===== src/rtl/iack_cs_pkg.sv =====
package iack_cs_pkg;
  localparam int WS_W = 4;

  typedef enum logic [1:0] {
    SP_CPU  = 2'b00,
    SP_USER = 2'b01,
    SP_SUPV = 2'b10,
    SP_ANY  = 2'b11
  } space_e;

  typedef struct packed {
    logic            mode;
    logic [1:0]      byte_sel;
    logic [1:0]      rw_sel;
    logic            strb;
    logic [WS_W-1:0] wait_n;
    space_e          space;
    logic [2:0]      ipl;
    logic            avec;
  } opt_t;

  localparam logic [2:0] FC_CPU = 3'b111;
endpackage


===== src/rtl/iack_cs_regs.sv =====
module iack_cs_regs
  import iack_cs_pkg::*;
#(
  parameter int CMP_W = 13
) (
  input  logic             clk_i,
  input  logic             rst_ni,
  input  logic             reg_we_i,
  input  logic             reg_sel_i,
  input  logic [15:0]      reg_wdata_i,
  output logic [CMP_W-1:0] base_o,
  output opt_t             opt_o
);
  always_ff @(posedge clk_i or negedge rst_ni) begin
    if (!rst_ni) begin
      base_o <= '0;
      opt_o  <= '0;
    end else if (reg_we_i) begin
      if (reg_sel_i) opt_o  <= opt_t'(reg_wdata_i);
      else           base_o <= reg_wdata_i[15 -: CMP_W];
    end
  end
endmodule


===== src/rtl/iack_cs_match.sv =====
module iack_cs_match
  import iack_cs_pkg::*;
#(
  parameter int ADDR_W  = 24,
  parameter int CMP_LSB = 11,
  localparam int CMP_W  = ADDR_W - CMP_LSB
) (
  input  logic [CMP_W-1:0]  base_i,
  input  opt_t              opt_i,
  input  logic [ADDR_W-1:0] addr_i,
  input  logic [2:0]        fc_i,
  input  logic              rw_i,
  input  logic              ube_i,
  input  logic              lbe_i,
  output logic              hit_o,
  output logic              cpu_o
);
  logic [2:0] level;
  logic addr_hit, space_hit, ipl_hit, byte_hit, rw_hit;
  logic unused_addr;

  assign level       = addr_i[3:1];
  assign unused_addr = ^{addr_i[CMP_LSB-1:4], addr_i[0]};
  assign addr_hit    = addr_i[ADDR_W-1:CMP_LSB] == base_i;
  assign cpu_o       = opt_i.space == SP_CPU;

  always_comb begin
    unique case (opt_i.space)
      SP_CPU:  space_hit = fc_i == FC_CPU;
      SP_USER: space_hit = !fc_i[2];
      SP_SUPV: space_hit = fc_i[2] && fc_i != FC_CPU;
      default: space_hit = fc_i != FC_CPU;
    endcase
  end

  // level check only applies to acknowledge (processor-space) matches
  assign ipl_hit  = !cpu_o ||
                    ((opt_i.ipl == 3'd0) ? (level != 3'd0) : (opt_i.ipl == level));
  assign byte_hit = (opt_i.byte_sel[1] & ube_i) | (opt_i.byte_sel[0] & lbe_i);
  assign rw_hit   = (opt_i.rw_sel[0] & rw_i) | (opt_i.rw_sel[1] & ~rw_i);
  assign hit_o    = addr_hit & space_hit & ipl_hit & byte_hit & rw_hit;
endmodule


===== src/rtl/iack_cs_timer.sv =====
module iack_cs_timer
  import iack_cs_pkg::*;
(
  input  logic            clk_i,
  input  logic            rst_ni,
  input  logic            as_ni,
  input  logic            ds_ni,
  input  logic            hit_i,
  input  logic            avec_en_i,
  input  logic            strb_i,
  input  logic            mode_i,
  input  logic [WS_W-1:0] wait_i,
  output logic            active_o,
  output logic            cs_no,
  output logic            avec_no,
  output logic            dsack_no
);
  logic            as_q, ds_q, term_q, avec_q, strb_q, noterm_q;
  logic [WS_W-1:0] cnt_q, ws_q;
  logic            start;

  assign start = !as_ni && as_q;

  always_ff @(posedge clk_i or negedge rst_ni) begin
    if (!rst_ni) begin
      as_q     <= 1'b1;
      ds_q     <= 1'b0;
      active_o <= 1'b0;
      term_q   <= 1'b0;
      cnt_q    <= '0;
      ws_q     <= '0;
      avec_q   <= 1'b0;
      strb_q   <= 1'b0;
      noterm_q <= 1'b0;
    end else begin
      as_q <= as_ni;
      ds_q <= ~ds_ni;
      if (as_ni) begin
        active_o <= 1'b0;
        term_q   <= 1'b0;
        cnt_q    <= '0;
      end else if (start) begin
        // qualification and timing frozen for the whole cycle
        active_o <= hit_i;
        term_q   <= 1'b0;
        cnt_q    <= '0;
        ws_q     <= wait_i;
        avec_q   <= avec_en_i;
        strb_q   <= strb_i;
        noterm_q <= mode_i;
      end else if (active_o) begin
        if (cnt_q == ws_q) term_q <= ~noterm_q;
        else               cnt_q  <= cnt_q + 1'b1;
      end
    end
  end

  assign cs_no    = ~(active_o & (~strb_q | ds_q));
  assign avec_no  = ~(term_q & avec_q);
  assign dsack_no = ~(term_q & ~avec_q);
endmodule


===== src/rtl/iack_cs.sv =====
module iack_cs
  import iack_cs_pkg::*;
#(
  parameter int ADDR_W  = 24,
  parameter int CMP_LSB = 11
) (
  input  logic              clk_i,
  input  logic              rst_ni,
  input  logic              reg_we_i,
  input  logic              reg_sel_i,
  input  logic [15:0]       reg_wdata_i,
  input  logic [ADDR_W-1:0] addr_i,
  input  logic [2:0]        fc_i,
  input  logic              rw_i,
  input  logic              ube_i,
  input  logic              lbe_i,
  input  logic              as_ni,
  input  logic              ds_ni,
  output logic              cs_no,
  output logic              avec_no,
  output logic              dsack_no
);
  localparam int CMP_W = ADDR_W - CMP_LSB;

  logic [CMP_W-1:0] base;
  opt_t             opt;
  logic             hit, cpu, active;

  iack_cs_regs #(.CMP_W(CMP_W)) u_regs (
    .clk_i, .rst_ni, .reg_we_i, .reg_sel_i, .reg_wdata_i,
    .base_o(base), .opt_o(opt)
  );

  iack_cs_match #(.ADDR_W(ADDR_W), .CMP_LSB(CMP_LSB)) u_match (
    .base_i(base), .opt_i(opt), .addr_i, .fc_i, .rw_i, .ube_i, .lbe_i,
    .hit_o(hit), .cpu_o(cpu)
  );

  iack_cs_timer u_timer (
    .clk_i, .rst_ni, .as_ni, .ds_ni,
    .hit_i(hit), .avec_en_i(opt.avec & cpu), .strb_i(opt.strb),
    .mode_i(opt.mode), .wait_i(opt.wait_n),
    .active_o(active), .cs_no, .avec_no, .dsack_no
  );
endmodule


===== config.mk =====
export PLATFORM = sky130hd
export DESIGN_NAME = iack_cs
export DESIGN_NICKNAME = d
export VERILOG_FILES = /design/src/rtl/iack_cs_pkg.sv /design/src/rtl/iack_cs_regs.sv /design/src/rtl/iack_cs_match.sv /design/src/rtl/iack_cs_timer.sv /design/src/rtl/iack_cs.sv
export SDC_FILE = /design/constraint.sdc
export NUM_CORES = 1
export LEC_CHECK = 0
export BUFFER_PORTS_ARGS = -buffer_cell sky130_fd_sc_hd__buf_2
export CORE_ASPECT_RATIO = 1.25
export CORE_MARGIN = 3
export CORE_UTILIZATION = 52
export CTS_CLUSTER_DIAMETER = 200
export CTS_CLUSTER_SIZE = 16
export DETAILED_ROUTE_END_ITERATION = 10
export PLACE_DENSITY = 0.81
export SLEW_MARGIN = 20
export SYNTH_ARGS = -nofsm -noshare
export SYNTH_HDL_FRONTEND = slang
export SYNTH_SLANG_ARGS = --single-unit

===== constraint.sdc =====
create_clock -name clk_i -period 2 [get_ports clk_i]
set_input_delay 0.1 -clock clk_i [delete_from_list [all_inputs] [get_ports clk_i]]
set_output_delay 0.1 -clock clk_i [all_outputs]
set_load 0.01 [all_outputs]

Yosys cells after proc, flatten, opt, wreduce, memory -nomap -nowiden --
Cells that the tools add are included.
Storage, ports and cells: bits in registers 44, logic and storage cells 81
Cells by class: add/subtract/negate cells 1, equality and inequality tests 8, multiplexer cells 12, bitwise logic cells 25, reduce and logical (&&, ||, !) cells 17
Operators with widths (number):
- $mux W4 | 4
- $eq A13 B13 Y1 | 1
- $and A1 B1 Y1 | 12
- $not A1 Y1 | 10
- $reduce_and A2 Y1 | 5
- $reduce_bool A3 Y1 | 3
- $mux W1 | 7
- $add A4 B1 Y4 const B | 1
- $eq A4 B4 Y1 | 1
- $eq A3 B3 Y1 | 1
- $eq A3 B3 Y1 const B | 1
- $logic_not A1 Y1 | 3
- $logic_not A3 Y1 | 1
- $ne A3 B2 Y1 const B | 1
- $ne A3 B3 Y1 const B | 1
- $or A1 B1 Y1 | 3
- $pmux W1 S3 | 1
- $eq A2 B1 Y1 const B | 1
- $eq A2 B2 Y1 const B | 1
- $logic_and A1 B1 Y1 | 2
- $logic_not A2 Y1 | 1
- $reduce_bool A2 Y1 | 1
- $logic_or A1 B1 Y1 | 1

Depth between registers and ports, before layout --
Gate-level depths: netlist of run 1.
depth after elaboration 9, mapped depth 6

Modules after synthesis --
A second synthesis of run 1 with hierarchy kept.
Unflattened totals: cells, all modules 158, area total of the unflattened synthesis 2129.5 um^2
Modules (own cells, without submodules):
- iack_cs_regs | instances 1, cells each 62, area an instance 1137.3 um^2, sequential area each 725.7 um^2
- iack_cs_timer | instances 1, cells each 57, area an instance 691.9 um^2, sequential area each 376.6 um^2
- iack_cs_match | instances 1, cells each 38, area an instance 294.0 um^2, sequential area each 0.0 um^2
- iack_cs | instances 1, cells each 1, area an instance 6.3 um^2, sequential area each 0.0 um^2

Worst setup path before layout of run 1 --
No wires, ideal clock.
path type reg-to-reg, start reg u_timer.cnt_q[2], end reg u_timer.cnt_q[2], setup time 0.125 ns, arrival time 1.297 ns, data required time 1.875 ns, slack 0.578 ns, stages on the path, launching flop included 6, path through dfrtp_1 > xor2_2 > o41ai_4 > nor2_1 > xnor2_1 > nor2_1
On the way: word-level cells in the longest chain between the ends 5
RTL lines:
- start: declaration | RTL line iack_cs_timer.sv:19 | logic [WS_W-1:0] cnt_q, ws_q;
- start signal: assignment | RTL line iack_cs_timer.sv:53 | else cnt_q <= cnt_q + 1'b1;
- $add A4 B1 Y4 | RTL line iack_cs_timer.sv:53
- $mux W4 | RTL line iack_cs_timer.sv:52 | if (cnt_q == ws_q) term_q <= ~noterm_q;
- $mux W4 | RTL line iack_cs_timer.sv:51 | end else if (active_o) begin
- $mux W4 | RTL line iack_cs_timer.sv:42 | end else if (start) begin
- $mux W4 | RTL line iack_cs_timer.sv:38 | if (as_ni) begin
Parallel ways exist; a longest one is shown, timed or not. The select of a mux whose other input is x is not followed. A chain may end at the register's enable or synchronous reset.

Worst setup path in the final report of run 1 --
Same ends and word-level chain as after synthesis.

==> results.sh, run 1 <==
export IMPL_core_um2=3600
export IMPL_drt_first_pass_iters=4
export IMPL_cp_required_ns=2.18
export IMPL_htree_levels=2
export IMPL_design_area_um2=2440
export IMPL_clkTransAtPathRegs_ns=0.08
export IMPL_setup_slack_ns=0.411
export IMPL_netlist_area_um2=2030
export IMPL_hold_violations=0
export IMPL_multi_input_area_um2=885
export IMPL_synthesis_instances=160
export IMPL_finalMaxSlewViolations=0
export IMPL_wl_mm=4.21
export IMPL_clock_root_buffer="clkbuf_8"
export IMPL_portBuffers=46
export IMPL_critPathMostFrequentCell="nor2_1"
export IMPL_viasPerCell=5.70
export IMPL_cts_sinks=44
export IMPL_p_clk_frac=0.292
export IMPL_hold_slack_ns=0.0437
export IMPL_synth_compound_area_frac=0.0642
export IMPL_crit_path_end_kind="register"
export IMPL_met2_length_mm=2.33
export IMPL_clockBufferDepth=2
export IMPL_path_class="register to register"
export IMPL_seq_power_share=0.538
export IMPL_rsz0062_at_grt="no"
export IMPL_crit_path_max_fanout=5
export IMPL_fin_tns_setup_ns=0
export IMPL_wire_per_inst_um=16.6
export IMPL_synthSimpleGateAreaFrac=0.0722
export IMPL_clk_latency_ns=0.29
export IMPL_maxCapViolations=0
export IMPL_grt_pass1_wl_mm=6.91
export IMPL_final_layout_size_suffix_gt1_frac=0.437
export IMPL_grt_pass1_vias=1621
export IMPL_syn_to_final_growth_pct=20.2
export IMPL_drt_met1_wl_mm=1.62
export IMPL_maxUsedRoutingLayer="met4"
export IMPL_status="completed"
export IMPL_io_pins=55
export IMPL_avgSynthCellArea_um2=12.7
export IMPL_comb_power_share=0.170
export IMPL_fillers=255
export IMPL_synth_xor_area_share=0.0901
export IMPL_arrival_ns=1.77
export IMPL_ys_ff_latch=44
export IMPL_wl_met3_um=172
export IMPL_seq_area_um2=1100
export IMPL_post_cts_repair_setup_buffers=0
export IMPL_swShare=0.258
export IMPL_cts_resized_gates=0
export IMPL_synth_net_count=213
export IMPL_yosysTopAreaCell="dfrtp_1"
export IMPL_relSlewSlack=0.511
export IMPL_switching_power_uw=526
export IMPL_cpPeakStageDelay_ns=0.48
export IMPL_power_leakage_uw=0.00110
export IMPL_p_per_area_nw_per_um2=835
export IMPL_grt_max_degree=27
export IMPL_hold_buffers=3
export IMPL_die_area_um2=4690
export IMPL_cp_cell_sequence="xor2_2 -> o41ai_4 -> nor2_1 -> xnor2_1 -> nor2_1"
export IMPL_die_h_um=75.8
export IMPL_synth_warnings=0
export IMPL_synthTopCellsByArea="dfrtp_1 (53%), mux2_2 (19%), xnor2_1 (4.3%), xor2_1 (3.9%), o21ai_0 (2.0%)"
export IMPL_startpoint_type="register"
export IMPL_synth_cell_type_count=28
export IMPL_period_needed_ns=1.59
export IMPL_yosysSeqAreaShare=0.543
export IMPL_hp_class="primary input to register"
export IMPL_irDropWorstVdd_mv=0.490
export IMPL_drt_iter0_drc=26
export IMPL_die_width_um=61.9
export IMPL_post_route_period_util=0.795
export IMPL_worstMarginPinSlew_ns=0.732
export IMPL_p_int_uw=1510
export IMPL_placed_cell_area_um2=2310
export IMPL_overflow=0
export IMPL_detail_route_antenna_nets=0
export IMPL_setup_violations=0
export IMPL_synthAdderAreaFrac=0.00617
export IMPL_finalClockSkew_ns=0.00436
export IMPL_core_rowCount=24
export IMPL_dr_total_vias=1447
export IMPL_max_freq_ghz=0.629
export IMPL_num_antenna_cells=0
export IMPL_synthMuxAreaShare=0.204
export IMPL_start_util=0.563
export IMPL_final_nets=268
export IMPL_netlist_area_leader_share=0.531
export IMPL_gp_routability_congestion=0.748
export IMPL_post_route_drc_count=0
export IMPL_cts_tree="done"
export IMPL_grt_usage=0.203
export IMPL_antenna_found_initial=0
export IMPL_crit_slowest_cell="o41ai_4"
export IMPL_synth_top_family_by_area="multiplexers"
export IMPL_cts_buffers=5
export IMPL_place_hpwl_mm=3.28
export IMPL_place_ws_ns=0.414
## area by class of cell
cell class	count	share of cell area
timing repair buffer	52	0.116
inverter	6	0.00924
clock buffer	7	0.0395
multi-input combinational	106	0.363
sequential	44	0.452
tap	39	0.0200
## placed cells by master, fill, tap and decap left out, types with 2 or more instances in the layout
master         Yosys  final
buf_2              3     46
dfrtp_1           43     43
mux2_2            34     34
xnor2_1           10     10
xor2_1             9      9
o21ai_0            8      8
nand2_1            8      8
clkbuf_8           0      7
inv_1              6      6
nor2_1             6      6
nand3_1            5      5
nor2b_1            3      3
a21oi_1            3      3
nor4_1             3      3
mux2i_1            3      3
dlygate4sd3_1      0      3
buf_4              0      3
a311oi_1           2      2
nand4_1            2      2
## layer usage
layer	GRT usage	vias up
met5	0	-
met4	0.0637	0
met3	0.0424	11
met2	0.364	39
met1	0.240	725
li1	-	672
## synth_stat cells
library cell,n
o221ai_1,1
or3_1,1
ha_1,1
xor2_2,1
a311oi_1,2
buf_2,3
mux2i_1,3
nand2_1,8
a21oi_1,3
xor2_1,9
inv_1,6
nor4_1,3
dfrtp_1,43
nand4_1,2
a22oi_1,1
or2_2,1
dfstp_2,1
nor2_1,6
a211oi_1,1
nand3_1,5
nor2b_1,3
mux2_2,34
o41ai_4,1
buf_1,1
and3_1,1
xnor2_1,10
o21ai_0,8
o22ai_1,1
## logic make-up (layout without fill, tap and decap cells)
kind of cell	count (synthesis)	count (layout)
compound gates	18	18
flops	44	44
buf+inv	10	65
fa+ha+maj	1	1
xor+xnor	20	20
simple gates	30	30
mux	37	37
## worst paths after layout
kind / slack, ns / end / depth (start not counted) / startpoint
worst max register to register: 0.41 / u_timer.cnt_q[2] / 5 / u_timer.cnt_q[2]
worst min-delay path: 0.04 / u_regs.opt_o[1] / 2 / reg_wdata_i[1]
max in group asynchronous: 1.01 / u_timer.as_q / 3 / rst_ni
worst max-delay path: 0.41 / u_timer.cnt_q[2] / 5 / u_timer.cnt_q[2]
worst min register to register: 0.49 / u_timer.term_q / 1 / u_timer.noterm_q
min in group asynchronous: 0.28 / u_timer.avec_q / 2 / rst_ni
## metrics by stage
stage	instances	util	power (µW)
2_1_floorplan	160	-	1320
3_3_place_gp	244	0.641	1420
3_5_place_dp	244	0.641	1450
4_1_cts	254	0.676	2040
5_1_grt	254	0.676	2120
6_report	254	0.676	2040
## worst max-delay path, delay by kind of cell, from the launching register on
kind                      cells  cell delay [ns]
and+or+nand+nor               2             0.17
DFF                           1             0.44
AOI/OAI and AO/OA             1             0.48
xor gates and xnor gates      2             0.39
## power groups by stage
stage	sequential [µW]	combinational, µW	clock [µW]
6_report	1090	346	595
5_1_grt	1110	382	632
4_1_cts	1090	351	600
3_5_place_dp	1110	345	0
3_3_place_gp	1100	322	0
2_1_floorplan	1080	232	0
## registers in the layout, summed over array words and instances, names as in the netlist
| name | cells |
|---|---|
| u_timer.active_o | 1 |
| u_timer.avec_q | 1 |
| u_timer.cnt_q | 4 |
| u_timer.term_q | 1 |
| u_timer.strb_q | 1 |
| u_regs.opt_o | 16 |
| u_regs.base_o | 13 |
| u_timer.noterm_q | 1 |
| u_timer.as_q | 1 |
| u_timer.ds_q | 1 |
| u_timer.ws_q | 4 |
(Power assumes the default switching activity.)
==> inputs of run 2 (changes only) <==
Settings changed: ABC_AREA from default to 1, CORE_UTILIZATION 52 to 53.
Clock period 2 ns to 1.53 ns, I/O delays scaled along.
==> run 2 against run 1 <==
  * Routed wire length increased by 3.0%
  * Via count increased by 32%
  * Sequential cell count unchanged
  * Sequential share of layout area decreased by 4.1 points
  * Area after synthesis increased by 11%
  * Final area increased by 9.9%
  * Register-to-register slack got worse by 0.19 ns
  * Sequential power increased by 26%
  * Critical path type unchanged
  * Largest cell class unchanged
  * Largest power group unchanged
==> results.sh, run 2 <==
export IMPL_cp_required_ns=1.76
export IMPL_final_layout_size_suffix_gt1_frac=0.188
export IMPL_finalPower_uw=2550
export IMPL_grt_pass1_wl_mm=7.74
export IMPL_clk_latency_ns=0.30
export IMPL_htree_levels=2
export IMPL_synth_edff_count=0
export IMPL_crit_path_end_kind="register"
export IMPL_avgSynthCellArea_um2=7.33
export IMPL_synth_cell_type_count=24
export IMPL_cts_tree="done"
export IMPL_gp_routability_congestion=0.848
export IMPL_yosysSeqAreaShare=0.491
export IMPL_synthMuxAreaShare=0.00502
export IMPL_clockBufferDepth=2
export IMPL_status="completed"
export IMPL_cp_top_family="flip-flops"
export IMPL_num_antenna_cells=0
export IMPL_crit_path_max_fanout=5
export IMPL_top_regs="u_regs.opt_o: 16 flops, u_regs.base_o: 13 flops"
export IMPL_post_route_period_util=0.855
export IMPL_p_per_area_nw_per_um2=954
export IMPL_rsz0062_at_grt="no"
export IMPL_regMostFlops="u_regs.opt_o"
export IMPL_synthesis_instances=306
export IMPL_synthTopCellsByArea="dfrtp_1 (48%), nand2_1 (19%), inv_1 (9.9%), o21ai_0 (7.4%), nand3_1 (2.9%)"
export IMPL_synthAdderAreaFrac=0.00558
export IMPL_die_width_um=64.2
export IMPL_syn_to_final_growth_pct=19.4
export IMPL_core_rowCount=25
export IMPL_multi_input_area_um2=890
export IMPL_detail_route_antenna_nets=0
export IMPL_portBuffers=46
export IMPL_fillers=368
export IMPL_cts_sinks=44
export IMPL_drt_iter0_drc=92
export IMPL_drt_first_pass_iters=4
export IMPL_arrival_ns=1.54
export IMPL_synth_xor_area_share=0.0195
export IMPL_cp_cell_sequence="inv_2 -> nor2_2 -> nand3_1 -> nor2_1 -> nand3_1 -> o21bai_1"
export IMPL_wl_mm=4.34
export IMPL_io_pins=55
export IMPL_irDropWorstVdd_mv=0.632
export IMPL_final_common_cell="nand2_1"
export IMPL_fin_tns_setup_ns=0
export IMPL_synth_commonest_cells="nand2_1 (114), inv_1 (59), dfrtp_1 (43)"
export IMPL_grt_pass1_vias=1835
export IMPL_worstMarginPinSlew_ns=0.554
export IMPL_placedCellCount=404
export IMPL_overflow=0
export IMPL_power_leakage_uw=0.00156
export IMPL_ys_ff_latch=44
export IMPL_cpPeakStageDelay_ns=0.57
export IMPL_cts_buffers=5
export IMPL_grt_max_degree=45
export IMPL_netlist_area_um2=2240
export IMPL_wire_per_inst_um=10.4
export IMPL_die_h_um=78.7
export IMPL_relSlewSlack=0.631
export IMPL_antenna_found_initial=0
export IMPL_startpoint_type="register"
export IMPL_core_um2=3940
export IMPL_clock_root_buffer="clkbuf_8"
export IMPL_place_hpwl_mm=3.23
export IMPL_setup_violations=0
export IMPL_stdcell_count=416
export IMPL_die_area_um2=5050
export IMPL_utilization=0.680
export IMPL_mostFrequentLayoutCells="nand2_1 (114), inv_1 (59), buf_2 (46)"
export IMPL_yosysTopAreaCell="dfrtp_1"
export IMPL_dr_total_vias=1906
export IMPL_max_freq_ghz=0.764
export IMPL_seq_area_um2=1100
export IMPL_synth_top_flop_cell="dfrtp_1"
export IMPL_synth_top_family_by_area="simple AND/OR/NAND/NOR gates"
export IMPL_crit_buf_inv=1
export IMPL_start_util=0.569
export IMPL_maxCapViolations=0
export IMPL_synth_warnings=0
export IMPL_synthSimpleGateAreaFrac=0.279
export IMPL_clkTransAtPathRegs_ns=0.08
export IMPL_hold_violations=0
export IMPL_hp_class="primary input to register"
export IMPL_path_class="register to register"
export IMPL_netlist_area_leader_share=0.480
export IMPL_period_needed_ns=1.31
export IMPL_synth_compound_area_frac=0.0870
export IMPL_post_route_drc_count=0
export IMPL_synth_net_count=359
export IMPL_yosysMostFrequentCell="nand2_1"
export IMPL_final_nets=414
export IMPL_async_reset_ff_frac=1.00
export IMPL_finalMaxSlewViolations=0
export IMPL_grt_usage=0.199
export IMPL_crit_slowest_cell="dfstp_2"
export IMPL_largest_register_ffs=16
export IMPL_hold_slack_ns=0.0252
export IMPL_critPathMostFrequentCell="nand3_1"
export IMPL_viasPerCell=4.58
export IMPL_finalClockSkew_ns=0.00715
==> run 2: cell count changes after synthesis, sizes merged, moves of 10 or more <==
cell | before | now
nand2 | 8 | 117
inv | 6 | 60
mux2 | 34 | 1
o21ai | 8 | 33
nor2 | 6 | 16
xnor2 | 10 | 0
==> run 2: metal layers <==
layer / up-vias / part of all wire / GRT usage
met5: - / 0 / 0
met4: 0 / 0.018 / 0.0825
met3: 8 / 0.041 / 0.0382
met2: 33 / 0.52 / 0.358
met1: 843 / 0.43 / 0.230
li1: 1022 / - / -
==> run 2: cells by family after synthesis <==
logic type / count (synthesis)
compound gates: 38
xor+xnor: 5
fa+ha+maj: 1
buf+inv: 66
flops: 44
mux: 1
simple gates: 151
==> run 2: power breakdown <==
part           internal, µW  switching (µW)  total, µW
Sequential             1290            80.8       1370
Combinational           182             250        433
Clock                   367             382        749
==> run 2: layout make-up <==
type,instances,share of cell area
clock buffers,7,0.0322
clock inverters,1,0.00280
inverters,60,0.0841
multi-input cells,196,0.332
flip-flops and latches,44,0.411
well taps,54,0.0252
repair buffers,54,0.112
==> run 2: through the flow <==
stage          cell area, µm²  setup slack, ns
6_report                 2680            0.222
5_1_grt                  2680            0.125
3_3_place_gp             2540            0.269
4_1_cts                  2680            0.202
3_5_place_dp             2540            0.232
2_1_floorplan            2240            0.362
==> run 2: final timing paths <==
| kind | slack (ns) | cells past startpoint | start | to |
|---|---|---|---|---|
| max in group asynchronous | 0.77 | 3 | rst_ni | u_regs.base_o[5] |
| min in group asynchronous | 0.38 | 3 | rst_ni | u_regs.opt_o[2] |
| min reg2reg | 0.48 | 2 | u_regs.opt_o[8] | u_timer.ws_q[2] |
| min | 0.03 | 3 | reg_wdata_i[2] | u_regs.opt_o[2] |
| max | 0.22 | 6 | u_timer.as_q | u_timer.active_o |
| max reg2reg | 0.22 | 6 | u_timer.as_q | u_timer.active_o |
==> run 2: tightest hold or removal path, cell delays in order <==
cell,delay [ns]
buf_2,0.08
nor2_1,0.03
a21oi_1,0.09
==> run 2: timing repair <==
item                                   4_1_cts  5_1_grt
hold buffers                                 4        0
setup buffers                                0        0
setup endpoints to repair                    0        0
endpoints found under the hold margin       46        0
resized for setup                            0        0
